File: config.mk
export PLATFORM = sky130hd
export DESIGN_NAME = irqc_top
export DESIGN_NICKNAME = d
export VERILOG_FILES = /design/src/rtl/irqc_pkg.sv /design/src/rtl/irqc_sync.sv /design/src/rtl/irqc_src_cell.sv /design/src/rtl/irqc_route.sv /design/src/rtl/irqc_top.sv
export SDC_FILE = /design/constraint.sdc
export NUM_CORES = 1
export LEC_CHECK = 0
export BUFFER_PORTS_ARGS = -buffer_cell sky130_fd_sc_hd__buf_4
export CAP_MARGIN = 20
export CORE_AREA = 2 2 129 131
export DETAILED_ROUTE_END_ITERATION = 7
export DIE_AREA = 0 0 131 133
export PLACE_DENSITY_LB_ADDON = 0.05
export SYNTH_ARGS = -nofsm -noshare
export SYNTH_HDL_FRONTEND = slang
export SYNTH_SLANG_ARGS = --single-unit
export TNS_END_PERCENT = 10
File: constraint.sdc
create_clock -name clk -period 3.2 [get_ports clk]
set_input_delay 0.64 -clock clk [delete_from_list [all_inputs] [get_ports clk]]
set_output_delay 0.64 -clock clk [all_outputs]
set_load 0.03 [all_outputs]
File: src/rtl/irqc_pkg.sv
package irqc_pkg;
  typedef enum logic [1:0] {
    MD_LEVEL  = 2'b00,
    MD_SINGLE = 2'b01,
    MD_SECOND = 2'b10,
    MD_RSVD   = 2'b11
  } src_mode_e;

  localparam int NIBBLE_W    = 4;
  localparam int SRC_PER_REG = 8;
  localparam int ROUTE_W     = 2;
endpackage

File: src/rtl/irqc_sync.sv
module irqc_sync #(
  parameter int W = 16
) (
  input  logic         clk,
  input  logic         rst_n,
  input  logic [W-1:0] raw,
  output logic [W-1:0] sync,
  output logic [W-1:0] rise
);
  logic [W-1:0] meta_q, sync_q, prev_q;

  always_ff @(posedge clk or negedge rst_n) begin
    if (!rst_n) begin
      meta_q <= '0;
      sync_q <= '0;
      prev_q <= '0;
    end else begin
      meta_q <= raw;
      sync_q <= meta_q;
      prev_q <= sync_q;
    end
  end

  assign sync = sync_q;
  assign rise = sync_q & ~prev_q;
endmodule

File: src/rtl/irqc_src_cell.sv
module irqc_src_cell
  import irqc_pkg::*;
(
  input  logic      clk,
  input  logic      rst_n,
  input  src_mode_e mode,
  input  logic      mode_chg,
  input  logic      sync,
  input  logic      rise,
  input  logic      clr_stat,
  input  logic      clr_sedge,
  output logic      status,
  output logic      cap_q,
  output logic      sedge_q
);
  always_ff @(posedge clk or negedge rst_n) begin
    if (!rst_n) begin
      cap_q   <= 1'b0;
      sedge_q <= 1'b0;
    end else if (mode_chg) begin
      cap_q   <= 1'b0;
      sedge_q <= 1'b0;
    end else begin
      case (mode)
        MD_LEVEL: begin
          cap_q   <= 1'b0;
          sedge_q <= 1'b0;
        end
        MD_SECOND: begin
          if (rise)          cap_q <= 1'b1;
          else if (clr_stat) cap_q <= 1'b0;
          if (rise && cap_q)  sedge_q <= 1'b1;
          else if (clr_sedge) sedge_q <= 1'b0;
        end
        default: begin
          if (rise)          cap_q <= 1'b1;
          else if (clr_stat) cap_q <= 1'b0;
          sedge_q <= 1'b0;
        end
      endcase
    end
  end

  assign status = (mode == MD_LEVEL) ? sync : cap_q;
endmodule

File: src/rtl/irqc_route.sv
module irqc_route #(
  parameter int N       = 16,
  parameter int ROUTE_W = 2,
  localparam int OUTS   = 1 << ROUTE_W
) (
  input  logic [N-1:0]         status,
  input  logic [N-1:0]         enable,
  input  logic [N*ROUTE_W-1:0] route_sel,
  output logic [OUTS-1:0]      out
);
  for (genvar o = 0; o < OUTS; o++) begin : g_out
    logic [N-1:0] hit;
    for (genvar k = 0; k < N; k++) begin : g_src
      assign hit[k] = status[k] & enable[k] &
                      (route_sel[k*ROUTE_W +: ROUTE_W] == ROUTE_W'(o));
    end
    assign out[o] = |hit;
  end
endmodule

File: src/rtl/irqc_top.sv
module irqc_top
  import irqc_pkg::*;
#(
  parameter int NUM_SRC = 16,
  parameter int ADDR_W  = 3,
  parameter int DATA_W  = 32,
  localparam int NUM_OUT = 1 << ROUTE_W,
  localparam int NUM_CFG = NUM_SRC / SRC_PER_REG
) (
  input  logic               clk,
  input  logic               rst_n,
  input  logic [NUM_SRC-1:0] irq_raw,
  input  logic [ADDR_W-1:0]  bus_addr,
  input  logic               bus_wr,
  input  logic [DATA_W-1:0]  bus_wdata,
  output logic [DATA_W-1:0]  bus_rdata,
  output logic [NUM_OUT-1:0] irq_route,
  output logic               irq_second
);
  localparam logic [ADDR_W-1:0] ADR_ENABLE = ADDR_W'(NUM_CFG);
  localparam logic [ADDR_W-1:0] ADR_STATUS = ADDR_W'(NUM_CFG + 1);
  localparam logic [ADDR_W-1:0] ADR_SEDGE  = ADDR_W'(NUM_CFG + 2);

  logic [DATA_W-1:0]          cfg_q [NUM_CFG];
  logic [NUM_SRC-1:0]         en_q;
  logic [NUM_SRC-1:0]         sync, rise, status, cap_q, sedge_q, mode_chg;
  logic [NUM_SRC-1:0]         clr_stat, clr_sedge;
  logic [2*NUM_SRC-1:0]       mode_flat;
  logic [NUM_SRC*ROUTE_W-1:0] route_flat;

  for (genvar r = 0; r < NUM_CFG; r++) begin : g_cfg
    always_ff @(posedge clk or negedge rst_n) begin
      if (!rst_n)                                    cfg_q[r] <= '0;
      else if (bus_wr && bus_addr == ADDR_W'(r))     cfg_q[r] <= bus_wdata;
    end
  end

  always_ff @(posedge clk or negedge rst_n) begin
    if (!rst_n)                               en_q <= '0;
    else if (bus_wr && bus_addr == ADR_ENABLE) en_q <= bus_wdata[NUM_SRC-1:0];
  end

  assign clr_stat  = (bus_wr && bus_addr == ADR_STATUS) ? bus_wdata[NUM_SRC-1:0] : '0;
  assign clr_sedge = (bus_wr && bus_addr == ADR_SEDGE)  ? bus_wdata[NUM_SRC-1:0] : '0;

  irqc_sync #(.W(NUM_SRC)) u_sync (
    .clk(clk), .rst_n(rst_n), .raw(irq_raw), .sync(sync), .rise(rise)
  );

  for (genvar k = 0; k < NUM_SRC; k++) begin : g_src
    localparam int REG = k / SRC_PER_REG;
    localparam int LSB = (k % SRC_PER_REG) * NIBBLE_W;
    assign mode_flat[2*k +: 2]             = cfg_q[REG][LSB + ROUTE_W +: 2];
    assign route_flat[k*ROUTE_W +: ROUTE_W] = cfg_q[REG][LSB +: ROUTE_W];
    assign mode_chg[k] = bus_wr && (bus_addr == ADDR_W'(REG)) &&
                         (bus_wdata[LSB + ROUTE_W +: 2] != cfg_q[REG][LSB + ROUTE_W +: 2]);

    irqc_src_cell u_cell (
      .clk(clk), .rst_n(rst_n),
      .mode(src_mode_e'(mode_flat[2*k +: 2])),
      .mode_chg(mode_chg[k]),
      .sync(sync[k]), .rise(rise[k]),
      .clr_stat(clr_stat[k]), .clr_sedge(clr_sedge[k]),
      .status(status[k]), .cap_q(cap_q[k]), .sedge_q(sedge_q[k])
    );
  end

  irqc_route #(.N(NUM_SRC), .ROUTE_W(ROUTE_W)) u_route (
    .status(status), .enable(en_q), .route_sel(route_flat), .out(irq_route)
  );

  assign irq_second = |sedge_q;

  always_comb begin
    bus_rdata = '0;
    for (int r = 0; r < NUM_CFG; r++)
      if (bus_addr == ADDR_W'(r)) bus_rdata = cfg_q[r];
    if (bus_addr == ADR_ENABLE) bus_rdata = DATA_W'(en_q);
    if (bus_addr == ADR_STATUS) bus_rdata = DATA_W'(status);
    if (bus_addr == ADR_SEDGE)  bus_rdata = DATA_W'(sedge_q);
  end
endmodule

==> run metrics, run 1 <==
Synth Register Bits 160; Vias/cell 5.90; Tightest Hold Check Type in2async; status complete, no violations; most frequent cells in the layout dfrtp_1, buf_4, nand2_1, mux2_1, a21oi_1; setup TNS 0 ns; ratio of cells with drive above 1 in the final layout 20.8%; DP Worst Slack 0.286 ns; Antenna Cells 0; final setup margin approximately 0.026 ns; Max Cap Viol 0; final WL 21900 µm; most common library cell in the layout ignoring fill and taps dfrtp_1; post-synthesis xor/xnor area fraction 1.77%; nets 912; Gate Count Post-Synth between 700 and 800; CP bufs+invs 1; Syn Std Cell Area 0.00791 mm²; crit path DAT ~2.5 ns; via count 6433; Pre-antenna DRT Iters 5; Most used DFF post-synth dfrtp_1; CP Capture Type primary output; final period utilization 99.2%; worst-path fanout max 6; RSZ-0062 raised after global routing yes; CTS clk-pin slew, worst paths 0.06 ns; Tot GR Track Use 26.4%; fin util 59.4%; Max Fclk 315 MHz; Comb power frac approximately 25%; pin count of the biggest net entering global routing 66; H-tree depth 4; Slew headroom roughly three fifths; slowest stage delay, CP ~0.51 ns; critical path's top delay family simple AND/OR/NAND/NOR gates; die height 133 µm; final-report max-slew violation count 0; final hold violation count 0; Clock Tree Root clkbuf_16; P_sw approximately 2.1 mW; clk_lat worst skew 0.42 ns; fillcell total 1372; Iter 0 DRT Violations between 300 and 400; Post-route DRC 0; Worst Tran Pin Value 0.625 ns; TritonCTS clock tree built; Post-Synth Adder-Cell Area 0%; Net Sw Frac 32.9%; Syn. warnings 0; largest family of logic cells by synthesized area simple AND/OR/NAND/NOR gates; I/O pin cnt 91; syn avg cell area 10.4 µm²; Die Span X between 100 and 150 µm; Antenna Nets Post-Route 0; worst-path cell chain nor2_1 -> mux2i_1 -> nor3_1 -> or4_1 -> or4_4 -> buf_6; die area between 0.015 and 0.02 mm²; Synth Area in Simple Gates 16.1%; LEAKAGE 4.03 nW; Inserted Clock Buffers 17; Cell variety after synth 44; initial antenna violation count 0; CP Launch Type register; Pwr Total around 6.3 mW; area fraction in compound gates after synthesis between 10% and 20%; Tmin final around 3.2 ns; number of global-route vias before repair 6470; sequential share of the synthesized area 50.6%; number of port buffers 90; starting density of the core 48.9%; WHS 0.205 ns; maximum clock path buffer count 2; Reg power frac 43.3%; Async SR Flop Fraction 100%; WL/cell 20.1 µm; clk sinks 160; area of the core 0.0162 mm²; Setup-failing EPs final 0; worst IR drop on VDD 0.000602 V; mux share of post-synthesis cell area a little over an eighth; HPWL after DPL about 16000 µm; gr ovfl total 0; Crit-path slowest cell or4_1; clock share of power 31.9%; num rows 47; Internal between 4 and 5 mW; Worst Clk Skew around 0.0071 ns; P&R area growth vs syn 21.5%; Post-synth EDFFs 0; Worst EP required 2.56 ns; power per standard cell area 654 mW/mm²; RD Place Congestion 0.951; first-pass GRT wire length 34700 µm; Hold-fix buffers, CTS 0; syn_nets 811; type of the worst setup path reg2out
[metal layers]
layer,track usage [%],share of wire (%),vias to the layer above
li1,-,-,2996
met1,34.7,44,3238
met2,43.4,49,168
met3,5.66,4.7,31
met4,8.27,2.0,0
met5,0,0,-
[final cells by class]
cell class                 count  area [µm²]  area share (%)
inverter                      18        67.6           0.703
multi-input combinational    543        3750            39.0
clock buffer                  19         443            4.61
sequential                   160        4010            41.7
tap                          220         275            2.86
timing repair buffer         118         931            9.68
clock inverter                12         135            1.41
[cells by family (layout without fill, tap and decap cells)]
kind of cell	after synthesis	count (layout)
simple gates	239	239
xor+xnor	16	16
buf+inv	54	167
compound gates	193	193
mux	95	95
flops	160	160
[cell usage after synthesis, types with 3 or more instances]
cell / instances / share of area (%)
nand2_1: 88 / 4.2
dfrtp_1: 160 / 51
a22o_1: 17 / 1.9
nand4_1: 6 / 0.47
nor2b_1: 20 / 1.6
o211ai_1: 10 / 0.95
inv_1: 18 / 0.85
clkbuf_1: 21 / 1.0
or4_1: 4 / 0.38
mux2_1: 63 / 9.0
nor4bb_1: 9 / 1.1
nand3_1: 10 / 0.63
o22ai_1: 7 / 0.55
a211oi_1: 18 / 1.7
nand2b_1: 9 / 0.71
o21ai_1: 16 / 1.0
nor2_1: 38 / 1.8
o2111ai_1: 3 / 0.33
mux2i_1: 30 / 3.8
nand3b_1: 5 / 0.47
a2111oi_0: 16 / 1.8
nor4_1: 9 / 0.71
or3b_2: 8 / 0.89
xnor2_1: 16 / 1.8
o21ai_0: 37 / 2.3
nor4b_1: 10 / 1.1
buf_2: 13 / 0.82
a21oi_1: 49 / 3.1
nor3_1: 9 / 0.57
a22oi_1: 17 / 1.6
[worst reg2reg max path: cells and delay by family (launching register included)]
| kind | cells | cell delay [ns] |
|---|---|---|
| DFF | 1 | 0.38 |
| AOI/OAI and AO/OA | 2 | 0.53 |
| and+or+nand+nor | 1 | 0.23 |
[what timing repair did]
| item | CTS | global route |
|---|---|---|
| pin swaps | 1 | 1 |
| hold endpoints to repair | 0 | 0 |
| setup buffers | 5 | 1 |
| resized for setup | 10 | 9 |
| setup endpoints to repair | 2 | 3 |
[power groups by stage]
stage	registers (mW)	clock network, mW	logic, mW
final	2.72	2.01	1.56
after global routing	2.77	2.15	1.70
after CTS	2.71	2.04	1.54
after detailed placement	2.75	0	1.47
after global placement	2.72	0	1.44
after floorplan	2.62	0	0.985
[worst paths after layout]
| kind | slack [ns] | from | cells past startpoint | end |
|---|---|---|---|---|
| max | 0.03 | cfg_q[50] | 6 | irq_route[1] |
| min | 0.21 | rst_n | 1 | u_sync.prev_q[8] |
| max reg2reg | 1.92 | u_sync.sync[9] | 3 | g_src[9].u_cell.sedge_q |
| min reg2reg | 0.35 | u_sync.meta_q[1] | 0 | u_sync.sync[1] |
| max in group asynchronous | 2.25 | rst_n | 2 | cfg_q[54] |
| min in group clk | 0.32 | irq_raw[14] | 1 | u_sync.meta_q[14] |
[through the flow]
| stage | area [µm²] | instances |
|---|---|---|
| final | 9610 | 1090 |
| after global routing | 9610 | 1090 |
| after CTS | 9570 | 1089 |
| after detailed placement | 8920 | 1053 |
| after global placement | 8920 | 1053 |
| after floorplan | 7910 | 757 |
[flip-flops by register name (all words and copies together) (netlist names)]
signal,cells
g_src.u_cell.sedge_q,16
u_sync.sync,16
g_src.u_cell.cap_q,16
cfg_q,64
u_sync.meta_q,16
u_sync.prev_q,16
en_q,16
Power figures use the tool's default switching activity.
==> run 2, diff against run 1 <==
- CTS_BUF_LIST: default -> sky130_fd_sc_hd__clkbuf_16
- CTS_CLUSTER_DIAMETER: default -> 120
- SLEW_MARGIN: default -> 40
==> run metrics, run 2 (same netlist as run 1, synthesis figures left out) <==
P&R area growth vs syn 21.6% (about the same); TritonCTS clock tree built; RSZ-0062 raised after global routing yes; num rows 47 (unchanged); Pre-antenna DRT Iters 5 (unchanged); ratio of cells with drive above 1 in the final layout 21.2% (+0.44 points); busiest layer in global routing met2; first-pass GRT wire length 34800 µm (+0.14%); cell area after placement 0.00892 mm² (unchanged); die height 133 µm (unchanged); status finished, violations left; CTS clk-pin slew, worst paths 0.07 ns (about the same); setup TNS -0.0356 ns (-0.0356 ns); r2r worst-path depth 3 (unchanged); maximum clock path buffer count 2 (unchanged); Crit Reg-Reg Startpoint u_sync.sync[9]; worst IR drop on VDD 0.000605 V (+0.46%); GRT met3 Usage 5.62% (-0.040 points); reg-to-reg slack, setup 1.96 ns (+0.04 ns); Reg with most FFs cfg_q; Antenna Cells 0 (unchanged); power per standard cell area 653 mW/mm² (-0.22%); Tightest Hold Check Type in2async; most common library cell in the layout ignoring fill and taps dfrtp_1; most frequent cells in the layout dfrtp_1, buf_4, nand2_1, mux2_1, a21oi_1; RR Endpoint g_src[9].u_cell.sedge_q; CP Capture Type primary output; type of the worst setup path reg2out; fin util 59.5% (about the same); Inserted Clock Buffers 17 (unchanged); LEAKAGE 4.03 nW (about the same); via count 6463 (+0.47%); post-route cell area 0.00962 mm² (about the same); Vias/cell 5.92 (+0.37%); Die Span X 131 µm (unchanged); routing usage on met1 34.9% (+0.12 points); number of port buffers 90 (unchanged); final WL 21900 µm (+0.36%); starting density of the core 48.9% (unchanged); clk_lat worst skew 0.42 ns (about the same); failing checks setup timing; I/O pin cnt 91 (unchanged); final hold violation count 0 (unchanged); die area 0.0174 mm² (unchanged); Worst EP required 2.56 ns (about the same); Clock Tree Root clkbuf_16; WL/cell 20.1 µm (+0.27%); clk sinks 160 (unchanged); area of the core 0.0162 mm² (unchanged); DP Worst Slack 0.286 ns (unchanged); RD Place Congestion 0.951 (unchanged); Iter 0 DRT Violations 350 (-12%); final period utilization 101% (+1.9 points); worst-path fanout max 4 (-2); Max Fclk 309 MHz (-1.9%); Worst Tran Pin Value 0.619 ns (-0.00607 ns); Antenna Nets Post-Route 0 (unchanged); Max Cap Viol 0 (unchanged); final setup margin -0.0356 ns (-0.0612 ns); gr ovfl total 0 (unchanged); Tmin final 3.24 ns (+0.0612 ns); number of global-route vias before repair 6448 (-0.34%); initial antenna violation count 0 (unchanged); pin count of the biggest net entering global routing 66 (unchanged); Largest register FFs 64 (unchanged); met2 Usage GRT 43.6% (+0.17 points); Setup-failing EPs final 1 (+1); final-report max-slew violation count 0 (unchanged); HPWL after DPL 15700 µm (unchanged); nets 913 (+0.11%); Post-route DRC 0 (unchanged); crit path DAT 2.60 ns (+0.07 ns); H-tree depth 4 (unchanged); CP Launch Type register; Worst Clk Skew 0.00629 ns (-0.000813 ns); Tot GR Track Use 26.4% (+0.062 points); Slew headroom 58.7% (+0.40 points)
-- run 2: cell count changes in the layout (fill, tap and decap cells not counted), sizes merged --
cell / change
clkinv: +1
buf: +1
inv: +1
clkbuf: -2
-- run 2: how the worst max path moves through the flow --
stage	slack [ns]	from	cells after the start	end
detailed placement	0.29	cfg_q[54]	6	irq_route[1]
CTS	0.0007	cfg_q[22]	6	irq_route[1]
floorplan	0.52	cfg_q[54]	5	irq_route[1]
finish	-0.04	cfg_q[27]	6	irq_route[1]
global route	-0.07	cfg_q[26]	6	irq_route[1]
global placement	0.32	cfg_q[54]	6	irq_route[1]
-- run 2: power by group --
group          internal, mW  switching (mW)  leakage [nW]
sequential             2.33           0.395          1.94
clock                  1.14           0.838         0.271
combinational         0.725           0.846          1.82
total                  4.20            2.08          4.03
-- run 2: what timing repair did --
action / 4_1_cts / 5_1_grt
endpoints found under the setup margin: 2 / 3
hold buffers: 0 / 0
buffers inserted: 5 / 2
pin swaps: 2 / 3
gates resized for setup: 10 / 13
-- run 2: layout make-up --
cell class	instances	area (µm²)
Fill cell	1372	6550
Sequential cell	160	4010
Multi-Input combinational cell	543	3760
Timing Repair Buffer	119	938
Clock buffer	17	425
Tap cell	220	275
Clock inverter	14	143
Inverter	18	67.6
-- run 2: metal layers --
metal	wire length (µm)	vias to the layer above
met4	397	0
li1	-	2997
met1	9500	3253
met5	0	-
met2	10900	184
met3	1130	29
-- run 2: stage by stage --
step / cells / power (mW) / hold WS [ns]
6_report: 1091 / 6.28 / 0.204
5_1_grt: 1091 / 6.60 / 0.244
4_1_cts: 1089 / 6.26 / 0.228
3_5_place_dp: 1053 / 4.21 / 0.335
3_3_place_gp: 1053 / 4.16 / 0.332
2_1_floorplan: 757 / 3.60 / 0.331
-- run 2: worst max-delay path, cell delays in order (launching register included) --
cell and delay (ns):
dfrtp_1 0.41, nor2_2 0.13, mux2i_2 0.29, nor3_1 0.09, or4_1 0.57, or4_4 0.52, buf_6 0.16
==> run 3, diff against run 2 <==
- CORE_AREA: 2 2 129 131 -> 10 10 137 139
- DIE_AREA: 0 0 131 133 -> 0 0 147 149
==> run metrics, run 3 (same netlist as run 1, synthesis figures left out) <==
HPWL after DPL 16300 µm (+3.7%); CP Capture Type primary output; RSZ-0062 raised after global routing yes; number of global-route vias before repair 6651 (+3.1%); die area 0.0219 mm² (+26%); Antenna Cells 0 (unchanged); TritonCTS clock tree built; Die Span X 147 µm (+12%); Antenna Nets Post-Route 0 (unchanged); Slew headroom 51.4% (-7.4 points); Inserted Clock Buffers 17 (unchanged); number of port buffers 90 (unchanged); worst-path fanout max 6 (+2); Worst Tran Pin Value 0.730 ns (+0.110 ns); clk sinks 160 (unchanged); pin count of the biggest net entering global routing 74 (+12%); nets 915 (+0.22%); gr ovfl total 0 (unchanged); clk_lat worst skew 0.43 ns (about the same); Pwr Total 6.45 mW (+2.8%); LEAKAGE 4.07 nW (+0.99%); most frequent cells in the layout dfrtp_1, buf_4, nand2_1, mux2_1, a21oi_1; DP Worst Slack 0.293 ns (+0.00736 ns); first-pass GRT wire length 36300 µm (+4.2%); fin util 59.8% (+0.29 points); I/O pin cnt 91 (unchanged); P&R area growth vs syn 22.2%; Pre-antenna DRT Iters 5 (unchanged); initial antenna violation count 0 (unchanged); Tightest Hold Check Type in2async; slowest stage delay, CP 0.52 ns (-0.05 ns); Post-route DRC 0 (unchanged); Setup-failing EPs final 0 (-1); number of placed cells counting well taps 1054 (+0.095%); crit path DAT 2.55 ns (-0.05 ns); Iter 0 DRT Violations 549 (+57%); Reg with most FFs cfg_q; final setup margin 0.0137 ns (+0.0493 ns); final WL 23100 µm (+5.2%); Vias/cell 5.92 (about the same); post-route cell area 0.00967 mm² (+0.49%); worst-path cell chain nor2_2 -> mux2i_2 -> nor4bb_1 -> or4_1 -> or4_4 -> buf_6; CP Launch Type register; status complete, no violations; worst IR drop on VDD 0.000517 V (-15%); type of the worst setup path reg2out; fillcell total 1386 (+1.0%); RD Place Congestion 0.951 (about the same); Clock Tree Root clkbuf_16; Tot GR Track Use 21.0% (-5.4 points); final hold violation count 0 (unchanged); area of the core 0.0162 mm² (unchanged); maximum clock path buffer count 2 (unchanged); power per standard cell area 668 mW/mm² (+2.2%); cell area after placement 0.00891 mm² (-0.20%); Largest register FFs 64 (unchanged); Max Cap Viol 0 (unchanged); starting density of the core 48.9% (unchanged); Worst Clk Skew 0.00890 ns (+0.00260 ns); Worst EP required 2.56 ns (about the same); via count 6476 (+0.20%); Max Fclk 314 MHz (+1.5%); Tmin final 3.19 ns (-0.0493 ns); ratio of cells with drive above 1 in the final layout 20.8% (-0.42 points); final period utilization 99.6% (-1.5 points); final-report max-slew violation count 0 (unchanged); num rows 47 (unchanged); Crit-path slowest cell or4_4; WL/cell 21.1 µm (+4.9%); Non-Filler Instances 1094 (+0.27%); H-tree depth 4 (unchanged); most common library cell in the layout ignoring fill and taps dfrtp_1; CTS clk-pin slew, worst paths 0.06 ns (about the same); die height 149 µm (+12%)
[run 3: worst paths after layout]
| check | cells past startpoint | from | slack [ns] | to |
|---|---|---|---|---|
| setup / recovery | 6 | cfg_q[30] | 0.01 | irq_route[1] |
| hold / removal | 1 | rst_n | 0.23 | g_src[8].u_cell.cap_q |
| setup reg to reg | 3 | u_sync.sync[2] | 1.87 | g_src[2].u_cell.sedge_q |
| hold reg to reg | 0 | u_sync.meta_q[12] | 0.35 | u_sync.sync[12] |
| max in group asynchronous | 2 | rst_n | 2.16 | u_sync.prev_q[3] |
| min in group clk | 1 | irq_raw[1] | 0.31 | u_sync.meta_q[1] |
[run 3: repair_timing]
action                     CTS  global route
cloned                       0             0
gates resized for setup     10            11
setup endpoints to repair    1             3
buffers inserted             6             2
hold buffers                 0             0
pin swaps                    0             1
[run 3: layout make-up]
class	count	area, µm²	share of cell area [%]
sequential	160	4010	41.4
multi-input combinational	543	3770	39.0
timing repair buffer	121	928	9.61
clock buffer	17	425	4.40
tap	220	275	2.85
clock inverter	15	193	1.99
inverter	18	67.6	0.699
[run 3: power by group]
| part | switching, mW | total (mW) | internal (mW) |
|---|---|---|---|
| clock network | 0.845 | 2.15 | 1.30 |
| registers | 0.390 | 2.72 | 2.33 |
| logic | 0.858 | 1.58 | 0.726 |
| total | 2.09 | 6.45 | 4.36 |
[run 3: worst max-delay path: cells and delay by family, from the launching register on]
kind | cells | cell delay [ns]
buffers and inverters | 1 | 0.16
flip-flops | 1 | 0.44
multiplexers | 1 | 0.27
AND/OR/NAND/NOR | 4 | 1.23
[run 3: metrics by stage]
stage | hold slack (ns) | setup TNS [ns]
2_1_floorplan | 0.331 | 0
3_3_place_gp | 0.332 | 0
3_5_place_dp | 0.335 | 0
4_1_cts | 0.253 | 0
5_1_grt | 0.276 | -0.0678
6_report | 0.230 | 0
[run 3: metal layers]
layer / vias up / share of wire [%] / global-route usage, %
li1: 3003 / - / -
met1: 3223 / 43 / 26.6
met2: 208 / 49 / 34.0
met3: 42 / 6.0 / 5.13
met4: 0 / 2.6 / 8.28
met5: - / 0 / 0
